**config.mk**
```make
export PLATFORM = sky130hd
export DESIGN_NAME = vec_add_seq
export DESIGN_NICKNAME = d
export VERILOG_FILES = /design/src/rtl/vec_add_seq.sv
export SDC_FILE = /design/constraint.sdc
export NUM_CORES = 1
export LEC_CHECK = 0
export BUFFER_PORTS_ARGS = -buffer_cell sky130_fd_sc_hd__buf_4
export CAP_MARGIN = 10
export CELL_PAD_IN_SITES_DETAIL_PLACEMENT = 1
export CELL_PAD_IN_SITES_GLOBAL_PLACEMENT = 1
export CORE_MARGIN = 2
export CORE_UTILIZATION = 35
export DETAILED_ROUTE_END_ITERATION = 8
export PLACE_DENSITY = 0.74
export RECOVER_POWER = 50
export SLEW_MARGIN = 20
export SYNTH_ARGS = -nofsm -noshare
export SYNTH_HDL_FRONTEND = slang
export SYNTH_SLANG_ARGS = --single-unit
```
**constraint.sdc**
```tcl
create_clock -name clk -period 6.99 [get_ports clk]
set_input_delay 0 -clock clk [delete_from_list [all_inputs] [get_ports clk]]
set_output_delay 0 -clock clk [all_outputs]
set_load 0.02 [all_outputs]
```
**src/rtl/vec_add_seq.sv**
```systemverilog
module vec_add_seq #(
  parameter int W = 8,
  parameter int N = 4
) (
  input  logic           clk,
  input  logic           rst_n,
  input  logic           start,
  input  logic           load_a,
  input  logic [N*W-1:0] a_in,
  input  logic           load_b,
  input  logic [N*W-1:0] b_in,
  output logic [N*W-1:0] c_out,
  output logic           busy,
  output logic           done
);
  localparam int IW = (N > 1) ? $clog2(N) : 1;

  logic [W-1:0]   a_q [N];
  logic [W-1:0]   b_q [N];
  logic [N*W-1:0] a_vec, b_vec;
  logic [IW-1:0]  idx;
  logic [N-1:0]   wen;
  logic [W-1:0]   sum;
  logic           last;

  assign sum  = a_q[idx] + b_q[idx];
  assign last = (idx == IW'(N - 1));

  for (genvar g = 0; g < N; g++) begin : g_lane
    assign wen[g] = busy && (idx == IW'(g));
    assign a_vec[g*W +: W] = a_q[g];
    assign b_vec[g*W +: W] = b_q[g];

    always_ff @(posedge clk or negedge rst_n) begin
      if (!rst_n) begin
        a_q[g] <= '0;
        b_q[g] <= '0;
        c_out[g*W +: W] <= '0;
      end else begin
        if (load_a) a_q[g] <= a_in[g*W +: W];
        if (load_b) b_q[g] <= b_in[g*W +: W];
        if (wen[g]) c_out[g*W +: W] <= sum;
      end
    end
  end

  always_ff @(posedge clk or negedge rst_n) begin
    if (!rst_n) begin
      busy <= 1'b0;
      done <= 1'b0;
      idx  <= '0;
    end else begin
      done <= busy && last;
      if (!busy) begin
        idx  <= '0;
        busy <= start;
      end else if (last) begin
        idx  <= '0;
        busy <= 1'b0;
      end else begin
        idx  <= idx + 1'b1;
      end
    end
  end
endmodule

```
==> qor.txt <==
status: complete, but fails checks
failing checks: capacitance limit, slew limit
Synth Net Count: 407
first drt pass iteration count: 4
Placer Congestion: 0.764
pin slew with the least headroom to its limit: 2.10 ns
Resized cells post-CTS: 0
H-tree depth: 3
# port buffers: 102
Worst VDD drop: 0.000140 V
leak pwr: 2.78 nW
f_max: 341 MHz
vias in the first global route: 3,604
top sig layer: met4
total I/O pin count: 103
RSZ-0062 raised after global routing: no
DRT Wirelength: 12,200 um
die height: 118 um
CTS max path bufs: 2
fraction of layout cells with a size suffix above 1: 38.2%
Synth Cell Area: 4520 um2
largest net degree at the start of global routing: 63
Setup TNS: 0 ns
DR vias: 3,219
Netlist cell types: 37
worst relative slew slack: -40.2%
CP Capture Type: flop
Die Area: 13,800 um2
Layout Nets: 568
clk root buf: clkbuf_16
wl on met1: 5560 um
dpl cell area: 5420 um2
clk_lat worst skew: 0.35 ns
Final min period: 2.94 ns
post-route cell area: 6340 um2
Hold Violations, Final: 0
Worst-path clk slew: 0.07 ns
antenna-violating nets left: 0
Sink Count: 100
WL met3: 378 um
met2 wire length: 6170 um
Core Rows: 41
initial antenna violation count: 0
TritonCTS buffer count: 9
Slew Limit Fails: 40
critical path class: flop to flop
final period utilization: 42.0%
core area: 12,600 um2
Synth Register Bits: 100
Seq/Total Area, Yosys: 55.4%
Initial Util: 35.8%
first-pass GRT wire length: 20,000 um
DR WL/cell: 18.4 um
GR Util All Layers: 18.4%
Mapped Avg Cell Area: 13.9 um2
Die X: 118 um
crit start category: flop
grt ovf: 0
Power Density: 397 nW/um2
number of diodes: 0
Setup Skew: 0.00791 ns
Via-to-Cell Ratio: 4.85
Syn-to-layout area delta: 40.4%
Final setup viols: 0
Critical Path Fanout Max: 18
Worst EP arrival: 3.22 ns
CTS tree: done
worst hold path class: input port to flop
Detailed Place HPWL: 7820 um
worst path required time: 7.27 ns
Max Cap Viol: 1
Post-Syn Instances: 326
drt drc: 0
Synth warnings: 0
DRT iter0 DRCs: 91
synth_stat cells (all sizes together):
| cell | number | area, um2 |
|---|---|---|
| o31ai | 4 | 30.0 |
| fa | 1 | 20.0 |
| mux4 | 15 | 338 |
| buf | 9 | 53.8 |
| nor2 | 5 | 18.8 |
| a211oi | 4 | 30.0 |
| xor2 | 1 | 8.76 |
| xnor2 | 7 | 68.8 |
| mux2 | 72 | 811 |
| inv | 8 | 30.0 |
| and2 | 1 | 6.26 |
| a21oi | 2 | 13.8 |
| o21ai | 22 | 114 |
| nand2b | 4 | 25.0 |
| nand3 | 5 | 25.0 |
| a21boi | 1 | 11.3 |
| nor3b | 5 | 42.5 |
| or4 | 4 | 30.0 |
| a31oi | 1 | 6.26 |
| and4 | 1 | 8.76 |
| a21o | 2 | 15.0 |
| ha | 11 | 138 |
| nor2b | 1 | 13.8 |
| nor3 | 4 | 20.0 |
| dfrtp | 100 | 2500 |
| a31o | 1 | 8.76 |
| nand2 | 25 | 93.8 |
| clkbuf | 10 | 37.5 |
report_power, final:
part	switching, mW	internal (mW)
registers	0.127	0.726
logic	0.625	0.491
clock network	0.223	0.326
sequential cells by signal (all words and copies together) (netlist names):
register  cells
idx           2
done          1
b_q          32
a_q          32
c_out        32
busy          1
what timing repair did:
item,4_1_cts,5_1_grt
buffers inserted,0,0
hold buffers,66,0
endpoints found under the hold margin,103,0
per-stage QoR:
| stage | worst slack (ns) | util [%] | hold slack [ns] | total power, mW | instances |
|---|---|---|---|---|---|
| final | 4.05 | 50.3 | 0.191 | 2.52 | 664 |
| after global routing | 3.84 | 50.3 | 0.207 | 2.69 | 664 |
| after CTS | 3.63 | 50.7 | 0.179 | 2.59 | 664 |
| after detailed placement | 3.70 | 42.9 | 0.00179 | 2.00 | 582 |
| after global placement | 3.79 | 42.9 | -0.00529 | 1.95 | 582 |
| after floorplan | 4.23 | - | -0.296 | 1.60 | 326 |
final timing paths:
check | start | to | slack (ns) | cells after the start
worst min register to register | c_out[26] | c_out[26] | 0.48 | 2
worst max register to register | idx[0] | c_out[6] | 4.05 | 9
max in group asynchronous | rst_n | idx[0] | 4.37 | 3
worst min-delay path | load_b | b_q[24] | 0.19 | 2
worst max-delay path | idx[0] | c_out[6] | 4.05 | 9
min in group asynchronous | rst_n | b_q[6] | 0.82 | 2
worst max-delay path: stages (launching register included):
cell,delay [ns]
dfrtp_2,0.72
mux4_2,0.58
ha_1,0.21
inv_1,0.07
fa_1,0.26
nor2b_4,0.06
o21ai_2,0.14
a21boi_2,0.16
or4_1,0.56
nand3_1,0.11
metal layers:
metal / track usage [%] / vias up
met5: 0 / -
li1: - / 1494
met2: 31.0 / 74
met3: 3.49 / 9
met4: 4.89 / 0
met1: 24.5 / 1642
logic make-up (layout without fill, tap and decap cells):
kind of cell	Yosys count	count (layout)	share of synthesized area, %
buffers and inverters	27	193	2.68
adders and majority gates	12	12	3.49
AOI/OAI and AO/OA	37	37	5.07
and+or+nand+nor	55	55	6.28
xor gates and xnor gates	8	8	1.72
muxes	87	87	25.4
DFF	100	100	55.4
layout make-up:
cell class,instances,area (um2)
Tap cell,172,215
Timing Repair Buffer,169,1370
Fill cell,1331,6270
Inverter,8,30.0
Clock inverter,5,82.6
Sequential cell,100,2500
Multi-Input combinational cell,199,1900
Clock buffer,11,243
cells in the final DEF, fill, tap and decap left out, types with 5 or more instances in the layout:
master and n:
buf_4 87, clkbuf_1 17, clkbuf_16 9, dfrtp_1 99, dlygate4sd3_1 66, ha_1 11, inv_1 7, mux2_1 9
mux2_2 63, mux4_2 15, nand2_1 25, nand3_1 5, nor2_1 5, o21ai_0 15, o21ai_1 6, xnor2_1 6
(Power assumes the default switching activity.)
